### src/rtl/lic_pkg.sv
package lic_pkg;
  typedef enum logic [1:0] {
    TRIG_LVL_HI = 2'd0,
    TRIG_LVL_LO = 2'd1,
    TRIG_RISE   = 2'd2,
    TRIG_FALL   = 2'd3
  } trig_e;

  localparam logic [7:0] OFS_CTRL     = 8'h00;
  localparam logic [7:0] OFS_READY    = 8'h10;
  localparam logic [7:0] OFS_EN_SET   = 8'h14;
  localparam logic [7:0] OFS_EN_CLR   = 8'h18;
  localparam logic [7:0] OFS_COMPLETE = 8'h1C;
  localparam logic [7:0] OFS_CFG_BASE = 8'h40;
  localparam int         NO_IRQ       = 'h3FF;
endpackage

### src/rtl/lic_trig_unit.sv
module lic_trig_unit
  import lic_pkg::*;
(
  input  logic  clk,
  input  logic  rst,
  input  logic  line_i,
  input  trig_e mode_i,
  input  logic  claim_i,
  output logic  pend_o
);
  logic prev_q;
  logic pend_q;
  logic hit;

  always_comb begin
    case (mode_i)
      TRIG_RISE: hit = line_i & ~prev_q;
      TRIG_FALL: hit = ~line_i & prev_q;
      default:   hit = 1'b0;
    endcase
  end

  always_ff @(posedge clk) begin
    if (rst) begin
      prev_q <= 1'b0;
      pend_q <= 1'b0;
    end else begin
      prev_q <= line_i;
      case (mode_i)
        TRIG_LVL_HI: pend_q <= line_i;
        TRIG_LVL_LO: pend_q <= ~line_i;
        // a new edge wins over a claim in the same cycle
        default:     pend_q <= hit | (pend_q & ~claim_i);
      endcase
    end
  end

  assign pend_o = pend_q;

  // a rising edge in rising mode always leaves the line latched
  assert_edge_latch_R5: assert property (@(posedge clk) disable iff (rst)
    (mode_i == TRIG_RISE && line_i && !prev_q) |=> pend_o);
endmodule

### src/rtl/lic_pick.sv
module lic_pick #(
  parameter int N    = 64,
  parameter int ID_W = 10
) (
  input  logic [N-1:0]    cand_i,
  output logic            valid_o,
  output logic [ID_W-1:0] idx_o
);
  always_comb begin
    valid_o = 1'b0;
    idx_o   = '0;
    for (int i = N - 1; i >= 0; i--) begin
      if (cand_i[i]) begin
        valid_o = 1'b1;
        idx_o   = ID_W'(i);
      end
    end
  end
endmodule

### src/rtl/lic_local_cpu.sv
module lic_local_cpu
  import lic_pkg::*;
#(
  parameter int N_PRIV = 32,
  parameter int N_SHR  = 32,
  parameter int ID_W   = 10,
  parameter int DATA_W = 32,
  parameter int ADDR_W = 8
) (
  input  logic              clk,
  input  logic              rst,
  input  logic              bus_sel,
  input  logic              bus_wr,
  input  logic [ADDR_W-1:0] bus_addr,
  input  logic [DATA_W-1:0] bus_wdata,
  output logic [DATA_W-1:0] bus_rdata,
  input  logic [N_PRIV-1:0] priv_irq_i,
  input  logic [N_SHR-1:0]  shared_req_i,
  output logic              core_irq_o,
  output logic [N_SHR-1:0]  shared_clr_o
);
  localparam int N_TOT     = N_PRIV + N_SHR;
  localparam int CFG_BITS  = 2 * N_PRIV;
  localparam int CFG_WORDS = CFG_BITS / DATA_W;

  logic                ctrl_en_q;
  logic [CFG_BITS-1:0] cfg_q;
  logic [N_TOT-1:0]    en_q, act_q;
  logic                irq_q;
  logic [N_SHR-1:0]    clr_q, clr_d;
  logic [DATA_W-1:0]   rdata_q, rdata_d;

  logic [N_PRIV-1:0]   priv_pend;
  logic [N_TOT-1:0]    pend, cand, claim_vec;
  logic                pick_valid;
  logic [ID_W-1:0]     pick_idx;
  logic [ID_W-1:0]     wid;
  logic                wr_go, rd_go, id_ok;
  logic                en_set_wr, en_clr_wr, eoi_wr, rd_ready, claim_ok;

  assign wr_go     = bus_sel & bus_wr;
  assign rd_go     = bus_sel & ~bus_wr;
  assign wid       = bus_wdata[ID_W-1:0];
  assign id_ok     = (bus_wdata[DATA_W-1:ID_W] == '0) && (int'(wid) < N_TOT);
  assign en_set_wr = wr_go && bus_addr == ADDR_W'(OFS_EN_SET) && id_ok;
  assign en_clr_wr = wr_go && bus_addr == ADDR_W'(OFS_EN_CLR) && id_ok;
  assign eoi_wr    = wr_go && bus_addr == ADDR_W'(OFS_COMPLETE) && id_ok;
  assign rd_ready  = rd_go && bus_addr == ADDR_W'(OFS_READY);
  assign claim_ok  = rd_ready & ctrl_en_q & pick_valid;

  always_comb begin
    for (int i = 0; i < N_TOT; i++)
      claim_vec[i] = claim_ok && (int'(pick_idx) == i);
  end

  // per-line sensing of private IDs
  for (genvar g = 0; g < N_PRIV; g++) begin : g_priv
    lic_trig_unit u_trig (
      .clk    (clk),
      .rst    (rst),
      .line_i (priv_irq_i[g]),
      .mode_i (trig_e'(cfg_q[2*g +: 2])),
      .claim_i(claim_vec[g]),
      .pend_o (priv_pend[g])
    );
  end

  assign pend = {shared_req_i, priv_pend};
  assign cand = pend & en_q & ~act_q;

  lic_pick #(.N(N_TOT), .ID_W(ID_W)) u_pick (
    .cand_i (cand),
    .valid_o(pick_valid),
    .idx_o  (pick_idx)
  );

  always_comb begin
    for (int s = 0; s < N_SHR; s++)
      clr_d[s] = eoi_wr && (int'(wid) == N_PRIV + s);
  end

  always_comb begin
    rdata_d = '0;
    if (bus_addr == ADDR_W'(OFS_CTRL))
      rdata_d[0] = ctrl_en_q;
    if (bus_addr == ADDR_W'(OFS_READY))
      rdata_d = claim_ok ? DATA_W'(pick_idx) : DATA_W'(NO_IRQ);
    for (int w = 0; w < CFG_WORDS; w++)
      if (bus_addr == ADDR_W'(int'(OFS_CFG_BASE) + 4 * w))
        rdata_d = cfg_q[w*DATA_W +: DATA_W];
  end

  always_ff @(posedge clk) begin
    if (rst) begin
      ctrl_en_q <= 1'b0;
      cfg_q     <= '0;
      en_q      <= '0;
      act_q     <= '0;
      irq_q     <= 1'b0;
      clr_q     <= '0;
      rdata_q   <= '0;
    end else begin
      irq_q <= ctrl_en_q & (|cand);
      clr_q <= clr_d;
      if (rd_go)
        rdata_q <= rdata_d;
      if (wr_go && bus_addr == ADDR_W'(OFS_CTRL))
        ctrl_en_q <= bus_wdata[0];
      for (int w = 0; w < CFG_WORDS; w++)
        if (wr_go && bus_addr == ADDR_W'(int'(OFS_CFG_BASE) + 4 * w))
          cfg_q[w*DATA_W +: DATA_W] <= bus_wdata;
      for (int i = 0; i < N_TOT; i++) begin
        if (en_set_wr && int'(wid) == i) en_q[i] <= 1'b1;
        if (en_clr_wr && int'(wid) == i) en_q[i] <= 1'b0;
        if (eoi_wr && int'(wid) == i)    act_q[i] <= 1'b0;
        if (claim_vec[i])                act_q[i] <= 1'b1;
      end
    end
  end

  assign bus_rdata    = rdata_q;
  assign core_irq_o   = irq_q;
  assign shared_clr_o = clr_q;

  // local enable off keeps the core line quiet
  assert_gate_off_R2: assert property (@(posedge clk) disable iff (rst)
    !ctrl_en_q |=> !core_irq_o);
  // the picked ID is a real candidate, and none is missed
  assert_pick_cand_R7: assert property (@(posedge clk) disable iff (rst)
    pick_valid |-> ((cand >> pick_idx) & N_TOT'(1)) != '0);
  assert_pick_none_R7: assert property (@(posedge clk) disable iff (rst)
    !pick_valid |-> cand == '0);
  // a claim marks its ID active
  assert_claim_active_R7: assert property (@(posedge clk) disable iff (rst)
    claim_ok |=> (act_q & $past(claim_vec)) != '0);
  // clear pulses name at most one ID and follow a completion write
  assert_clr_onehot_R9: assert property (@(posedge clk) disable iff (rst)
    $onehot0(shared_clr_o));
  assert_clr_cause_R9: assert property (@(posedge clk) disable iff (rst)
    (|shared_clr_o) |-> $past(eoi_wr));
endmodule

### config.mk
export PLATFORM = sky130hd
export DESIGN_NAME = lic_local_cpu
export DESIGN_NICKNAME = d
export VERILOG_FILES = /design/src/rtl/lic_pkg.sv /design/src/rtl/lic_trig_unit.sv /design/src/rtl/lic_pick.sv /design/src/rtl/lic_local_cpu.sv
export SDC_FILE = /design/constraint.sdc
export NUM_CORES = 1
export LEC_CHECK = 0
export BUFFER_PORTS_ARGS = -buffer_cell sky130_fd_sc_hd__buf_2
export CAP_MARGIN = 15
export CORE_MARGIN = 4
export CORE_UTILIZATION = 41
export DETAILED_ROUTE_END_ITERATION = 12
export GPL_TIMING_DRIVEN = 0
export SYNTH_ARGS = -nofsm -noshare
export SYNTH_HDL_FRONTEND = slang
export SYNTH_HIERARCHICAL = 1
export SYNTH_SLANG_ARGS = --single-unit
### constraint.sdc
create_clock -name clk -period 8.5 [get_ports clk]
set_input_delay 0.85 -clock clk [delete_from_list [all_inputs] [get_ports clk]]
set_output_delay 0.85 -clock clk [all_outputs]
set_load 0.05 [all_outputs]
# After elaboration in Yosys (flattened, before gate mapping)
# Index checks and enable logic that the tools add are counted.
[totals]
register_bits = 322
inputBits = 108
out_inout_bits = 65
elab_cells = 1417
[classes]
order_cmp = 1
eq_ne = 228
mux = 325
bitwise = 233
n_reduce_logical = 432
[ops]
columns = ["op", "n"]
rows = [
  ["$eq A10 B7 Y1 const B", 64],
  ["$mux W6", 64],
  ["$eq A10 B6 Y1 const B", 32],
  ["$logic_and A1 B1 Y1", 267],
  ["$mux W1", 193],
  ["$eq A10 B5 Y1 const B", 16],
  ["$and A64 B64 Y64", 2],
  ["$eq A2 B2 Y1 const B", 64],
  ["$pmux W1 S2", 64],
  ["$reduce_bool A2 Y1", 64],
  ["$reduce_or A2 Y1", 64],
  ["$and A1 B1 Y1", 101],
  ["$not A1 Y1", 97],
  ["$eq A10 B4 Y1 const B", 8],
  ["$eq A2 B1 Y1 const B", 32],
  ["$logic_not A2 Y1", 32],
  ["$mux W32", 2],
  ["$not A64 Y64", 1],
  ["$reduce_or A64 Y1", 1],
  ["$eq A10 B3 Y1 const B", 4],
  ["$eq A8 B5 Y1 const B", 4],
  ["$or A1 B1 Y1", 32],
  ["$logic_not A22 Y1", 1],
  ["$eq A10 B2 Y1 const B", 2],
  ["other kinds (5)", 8],
]

# Depth between registers and ports, before layout
[depth]
word_depth = 72
ltp_mapped = 16
ltp_nobuf = 14

# Hierarchy
# The synthesis kept the hierarchy.
[modules_own_cells]
columns = ["mod", "instances", "cells_per_inst", "area_each_um2", "seq_area_each_um2"]
rows = [
  ["lic_local_cpu", 1, 1385, 11071.9, 5165.0],
  ["lic_trig_unit", 32, 9, 85.1, 40.0],
  ["lic_pick", 1, 145, 797.0, 0.0],
]

# Worst setup path before layout
# Ideal clock, no wire load.
[synth_path]
path_type = "in2reg"
startpoint = "input shared_req_i[24]"
endpoint = "register g_priv[21].u_trig.pend_q"
setup_ns = 0.122
t_arrival_ns = 3.131
required_time_ns = 8.378
setup_slack_ns = 5.247
path_stages = 15
path_buffers = 2
cell_sequence = "nand3b_1 > inv_1 > or4_4 > nor2b_1 > nand3_1 > nor2_1 > nor2b_1 > nor3_1 > and4_1 > clkbuf_1 > clkbuf_1 > nand3_1 > inv_1 > nand3b_1 > a31oi_1"
[synth_between]
elab_chain_cells = 65
word_cells_on_any_way = 123
cone_classes = "eq/ne (1); mux (115); bitwise (6); reduce/logical (1)"
[synth_lines]
columns = ["item", "line_no", "text"]
rows = [
  ["start, declared", "lic_local_cpu.sv:18", "input logic [N_SHR-1:0] shared_req_i,"],
  ["$and A64 B64 Y64 (2 in a row)", "lic_local_cpu.sv:69", "assign cand = pend & en_q & ~act_q;"],
  ["via cand[56]", "lic_local_cpu.sv:34", "logic [N_TOT-1:0] pend, cand, claim_vec;"],
  ["$mux W6 (57 in a row)", "lic_pick.sv:13", "if (cand_i[i]) begin"],
  ["via pick_idx[5]", "lic_local_cpu.sv:36", "logic [ID_W-1:0] pick_idx;"],
  ["$eq A10 B6 Y1", "lic_local_cpu.sv:53", "claim_vec[i] = claim_ok && (int'(pick_idx) == i);"],
  ["$logic_and A1 B1 Y1", "lic_local_cpu.sv:53", ""],
  ["via claim_vec[21]", "lic_local_cpu.sv:34", ""],
  ["$not A1 Y1", "lic_trig_unit.sv:33", "default: pend_q <= hit | (pend_q & ~claim_i);"],
  ["$and A1 B1 Y1", "lic_trig_unit.sv:33", ""],
  ["$or A1 B1 Y1", "lic_trig_unit.sv:33", ""],
  ["$pmux W1 S2", "lic_trig_unit.sv:29", "case (mode_i)"],
  ["end signal, assigned", "lic_trig_unit.sv:30", "TRIG_LVL_HI: pend_q <= line_i;"],
  ["end signal, assigned", "lic_trig_unit.sv:31", "TRIG_LVL_LO: pend_q <= ~line_i;"],
  ["end signal, assigned", "lic_trig_unit.sv:33", ""],
  ["end, declared", "lic_trig_unit.sv:12", "logic pend_q;"],
]
# The timed path passes the listed nets, and every way through them passes these cells.
# A chain may end at the register's enable or synchronous reset.

# Worst setup path after layout
[layout_path]
startpoint = "input shared_req_i[31]"
endpoint = "register g_priv[2].u_trig.pend_q"
[layout_between]
elab_chain_cells = 72
word_cells_on_any_way = 137
cone_classes = "eq/ne (1); mux (129); bitwise (6); reduce/logical (1)"
[layout_lines]
columns = ["item", "line_no"]
rows = [
  ["$and A64 B64 Y64 (2 in a row)", "lic_local_cpu.sv:69"],
  ["via cand[63]", "lic_local_cpu.sv:34"],
  ["$mux W6 (64 in a row)", "lic_pick.sv:13"],
  ["via pick_idx[1]", "lic_local_cpu.sv:36"],
  ["$eq A10 B3 Y1", "lic_local_cpu.sv:53"],
  ["$logic_and A1 B1 Y1", "lic_local_cpu.sv:53"],
  ["via claim_vec[2]", "lic_local_cpu.sv:34"],
  ["$not A1 Y1", "lic_trig_unit.sv:33"],
  ["$and A1 B1 Y1", "lic_trig_unit.sv:33"],
  ["$or A1 B1 Y1", "lic_trig_unit.sv:33"],
  ["$pmux W1 S2", "lic_trig_unit.sv:29"],
  ["end signal, assigned", "lic_trig_unit.sv:30"],
  ["end signal, assigned", "lic_trig_unit.sv:31"],
  ["end signal, assigned", "lic_trig_unit.sv:33"],
  ["end, declared", "lic_trig_unit.sv:12"],
]
# The timed path passes the listed nets, and every way through them passes these cells.

==> summary.txt <==
Clock network
  – Number of buffers created by CTS: 36
  – Sinks on Clock Net: about 320
  – Clk_lat worst skew: 0.53 ns
  – Maximum clock insertion buffer count: 3
  – Post-cts repair resize count: 0
  – Clock transition time at the flip-flop clock pins of the worst setup and hold paths: approximately 0.060 ns
  – Post-CTS setup buffer count: 0
  – Hold bufs inserted after CTS: 0
  – Clk root buf: sky130_fd_sc_hd__clkbuf_16
  – CTS tree: yes
  – Number of levels in the clock H-tree: 2

Power and ir drop
  – Max IR drop VDD: 0.1398 mV
  – Power density cells: 190.3 nW/um^2
  – Leakage dissipation: approximately 6.4 nW

Worst setup path
  – Crit Reg-Reg Endpoint: g_priv[2].u_trig/pend_o$_SDFF_PP0_
  – Critical path startpoint: shared_req_i[31]
  – Crit path max-delay family: simple AND/OR/NAND/NOR gates
  – Reg-to-reg setup timing slack: between 4 and 5 ns
  – WS Path Type: primary input to register
  – RR Startpoint: en_q[63]$_SDFFE_PP0P_
  – Sort of element at the end of the critical path: register
  – CP required: about 8.9 ns
  – Highest net fanout along the worst path: 7
  – Cells along the critical path: buf_2 -> nand2_1 -> nor2_1 -> nor2_1 -> o311ai_1 -> a311oi_1 -> o311ai_1 -> a41oi_1 -> a21oi_1 -> nor2b_1 -> and2_1 -> nand3_1 -> inv_1 -> nand3b_1 -> a31oi_1
  – Sum of buffers and inverters on the critical path: 2
  – Capturing element of the worst setup path: g_priv[2].u_trig/pend_o$_SDFF_PP0_
  – Total number of cells along the worst setup path: 15
  – Delay of the slowest critical-path stage: roughly 0.62 ns
  – Data arrival time at the worst-slack endpoint: 4.60 ns
  – Cell type of the slowest stage on the worst timing path: sky130_fd_sc_hd__nor2b_1
  – Critical path startpoint category: primary input
  – Depth of the most critical reg-to-reg path: 14

Layout
  – Number of antenna repair diodes: 0
  – Fraction of final layout cells with drive strength greater than 1: 0.1336
  – Multi-input logic area: about 7400 sq um
  – Final-layout fill cell count: about 3500
  – Post-route cell area: about 17000 sq um
  – Sequential cell area: 6446 sq um
  – Post-Layout Cell Count: around 2500
  – Synthesis-to-layout area growth: 17.96%
  – Number of nets in the final layout: between 2000 and 2500

STA
  – Count of endpoints failing hold in the final timing report: 0
  – Peak clock frequency supported by timing: between 200 and 250 MHz
  – Final Skew: 0.01963 ns
  – Number of pins with negative max-slew slack in the final report: 0
  – Post-route clock period utilization: 0.4939
  – Setup repair after global routing missed its margin: false
  – Setup Total Neg Slack: 0 ns
  – Finish-stage setup viols: 0
  – Max transition margin: 0.1801
  – Worst-margin pin slew: roughly 1.2 ns
  – Post-layout min period: around 4.2 ns
  – Final-layout worst hold slack: 0.4637 ns

Global routing
  – All-Layer GR Usage: 0.2918
  – Global-route met3 utilization: 0.04940
  – Number of global-route vias before repair: 14144
  – Global routing usage on met1: 0.4279
  – Global route total overflow: 0
  – Global-route wire length before repair: 87.77 mm
  – Most utilized layer in the global route result: met2
  – Number of antenna violations at the first check in global routing: 0
  – Global-route track usage on met2: 0.4556
  – Maximum number of pins on one net before global-route repair: 36

Yosys
  – Fraction of synthesized cell area taken by the top area cell type: 0.4418
  – Netlist area before placement: about 15000 sq um
  – Flip-flop and latch count after synthesis: approximately 320
  – Post-synthesis area per instance: approximately 8.0 sq um
  – Leading cell types by total area after synthesis: sky130_fd_sc_hd__dfxtp_1 44%, sky130_fd_sc_hd__nand2_1 7.0%, sky130_fd_sc_hd__nand3b_1 6.0%, sky130_fd_sc_hd__a21oi_1 5.1%, sky130_fd_sc_hd__a211oi_1 3.3%
  – Share of flip-flops with an asynchronous set or reset: 0
  – Yosys warns: 6
  – Synth unique cells: between 60 and 70
  – Fraction of the yosys area taken by sequential cells: 0.4418
  – Synthesized instance count: 1818
  – Library cell with the highest instance count after synthesis: sky130_fd_sc_hd__dfxtp_1
  – Number of enable-type register cells in the synthesized netlist: 0
  – Most frequent cells after synthesis: 322 x sky130_fd_sc_hd__dfxtp_1, 272 x sky130_fd_sc_hd__nand2_1, 150 x sky130_fd_sc_hd__a21oi_1
  – Biggest area consumer among synthesized cells: sky130_fd_sc_hd__dfxtp_1
  – Most instantiated flip-flop cell in the synthesis netlist: sky130_fd_sc_hd__dfxtp_1

Placed design
  – PortBufs: between 150 and 200
  – GPL Wtd Cong: a little over 1
  – HPWL Detailed: 46.27 mm
  – Post-Place Cell Area: roughly 16000 sq um
  – Placed Cells: 2449

Status
  – Run status: complete, no violations

Floorplanning
  – Number of placement rows: 68
  – Io pins: ~170
  – Starting utilization of the core area: 0.4193
  – DIE HEIGHT: between 150 and 200 microns
  – Die outline width: roughly 200 microns
  – Overall die area: 38670 sq um
  – Placeable Area: around 35000 sq um

Route
  – Wire per inst: 23.43 microns
  – DR pass1 iterations: 6
  – Number of vias per cell after detailed routing: approximately 6
  – Total via count in the routed design: 15008
  – DRC errors left: 0
  – Detailed Route Iter0 Violations: 1498
  – Remaining antenna violation count after routing: 0
  – Post-Route WL: between 50 and 60 mm

Flow run
  – Max-cap check violation count: 0

Worst hold path
  – Worst Hold Class: register to register
## power by group
group | switching, W | internal (W) | total [W]
Combinational | 0.000139 | 0.0000576 | 0.000197
Sequential | 0.0000188 | 0.00153 | 0.00155
Clock | 0.000645 | 0.000880 | 0.00152
## final cells by class
| class | count | share of cell area |
|---|---|---|
| clock buffer | 53 | 0.06259 |
| multi-input combinational | 1301 | 0.4286 |
| inverter | 68 | 0.01483 |
| clock inverter | 9 | 0.003635 |
| buffer | 130 | 0.03082 |
| tap | 455 | 0.03308 |
| timing repair buffer | 175 | 0.05190 |
| sequential | 322 | 0.3745 |
## worst min-delay path: cells and delay by family (launching register included)
kind / cells / cell delay (ns)
DFF: 1 / 0.31
AOI/OAI and AO/OA: 2 / 0.11
## per-layer routing
metal,wire length (microns),share of wire,vias to the layer above
li1,-,-,7003
met1,26960,0.46,7256
met2,25840,0.44,657
met3,4930,0.084,92
met4,1163,0.020,0
met5,0,0,-
## flip-flops by register name (all words and copies together) (netlist names)
register              count
act_q                    64
cfg_q                    64
en_q                     64
bus_rdata                32
g_priv.u_trig/pend_o     32
g_priv.u_trig/prev_q     32
shared_clr_o             32
core_irq_o                1
ctrl_en_q                 1
## cell usage in the layout, fill, tap and decap left out, types with 10 or more instances in the layout
master	instances
sky130_fd_sc_hd__o21ai_1	14
sky130_fd_sc_hd__clkbuf_16	38
sky130_fd_sc_hd__o211ai_2	10
sky130_fd_sc_hd__a31oi_1	66
sky130_fd_sc_hd__nand2_1	272
sky130_fd_sc_hd__nor2_1	126
sky130_fd_sc_hd__or2_2	12
sky130_fd_sc_hd__inv_1	67
sky130_fd_sc_hd__or4_1	20
sky130_fd_sc_hd__nand3b_1	117
sky130_fd_sc_hd__o21ai_0	80
sky130_fd_sc_hd__a21oi_1	150
sky130_fd_sc_hd__and2_1	11
sky130_fd_sc_hd__nand2b_1	36
sky130_fd_sc_hd__nor2b_1	44
sky130_fd_sc_hd__o211ai_1	24
sky130_fd_sc_hd__and3_1	11
sky130_fd_sc_hd__dfxtp_1	322
sky130_fd_sc_hd__a221oi_1	23
sky130_fd_sc_hd__a211oi_1	64
sky130_fd_sc_hd__clkbuf_1	121
sky130_fd_sc_hd__nor3_1	15
sky130_fd_sc_hd__buf_2	176
sky130_fd_sc_hd__nand3_1	45
sky130_fd_sc_hd__nand4_1	12
sky130_fd_sc_hd__o41ai_1	16
sky130_fd_sc_hd__nor4_1	69
## through the flow
step,setup slack [ns],power (W),util
after floorplan,5.247,0.001678,-
after global placement,3.985,0.001775,0.4607
after detailed placement,4.024,0.001779,0.4615
after CTS,4.545,0.003287,0.4942
after global routing,4.242,0.003363,0.4946
final,4.302,0.003275,0.4946
## logic make-up after synthesis
group | count (synthesis) | share of synthesized area
mux | 1 | 0.0006860
simple gates | 821 | 0.2969
buf+inv | 198 | 0.05385
compound gates | 475 | 0.2066
flops | 322 | 0.4418
other cells | 1 | 0.0002570
## worst min-delay path by stage
| stage | startpoint | end | slack, ns | depth (start not counted) |
|---|---|---|---|---|
| after floorplan | act_q[21]$_SDFFE_PP0P_ | act_q[21]$_SDFFE_PP0P_ | 0.44 | 2 |
| after global placement | act_q[21]$_SDFFE_PP0P_ | act_q[21]$_SDFFE_PP0P_ | 0.45 | 2 |
| after detailed placement | act_q[23]$_SDFFE_PP0P_ | act_q[23]$_SDFFE_PP0P_ | 0.45 | 2 |
| after CTS | act_q[23]$_SDFFE_PP0P_ | act_q[23]$_SDFFE_PP0P_ | 0.46 | 2 |
| after global routing | act_q[17]$_SDFFE_PP0P_ | act_q[17]$_SDFFE_PP0P_ | 0.49 | 2 |
| final | act_q[23]$_SDFFE_PP0P_ | act_q[23]$_SDFFE_PP0P_ | 0.46 | 2 |
Power figures use the tool's default switching activity.
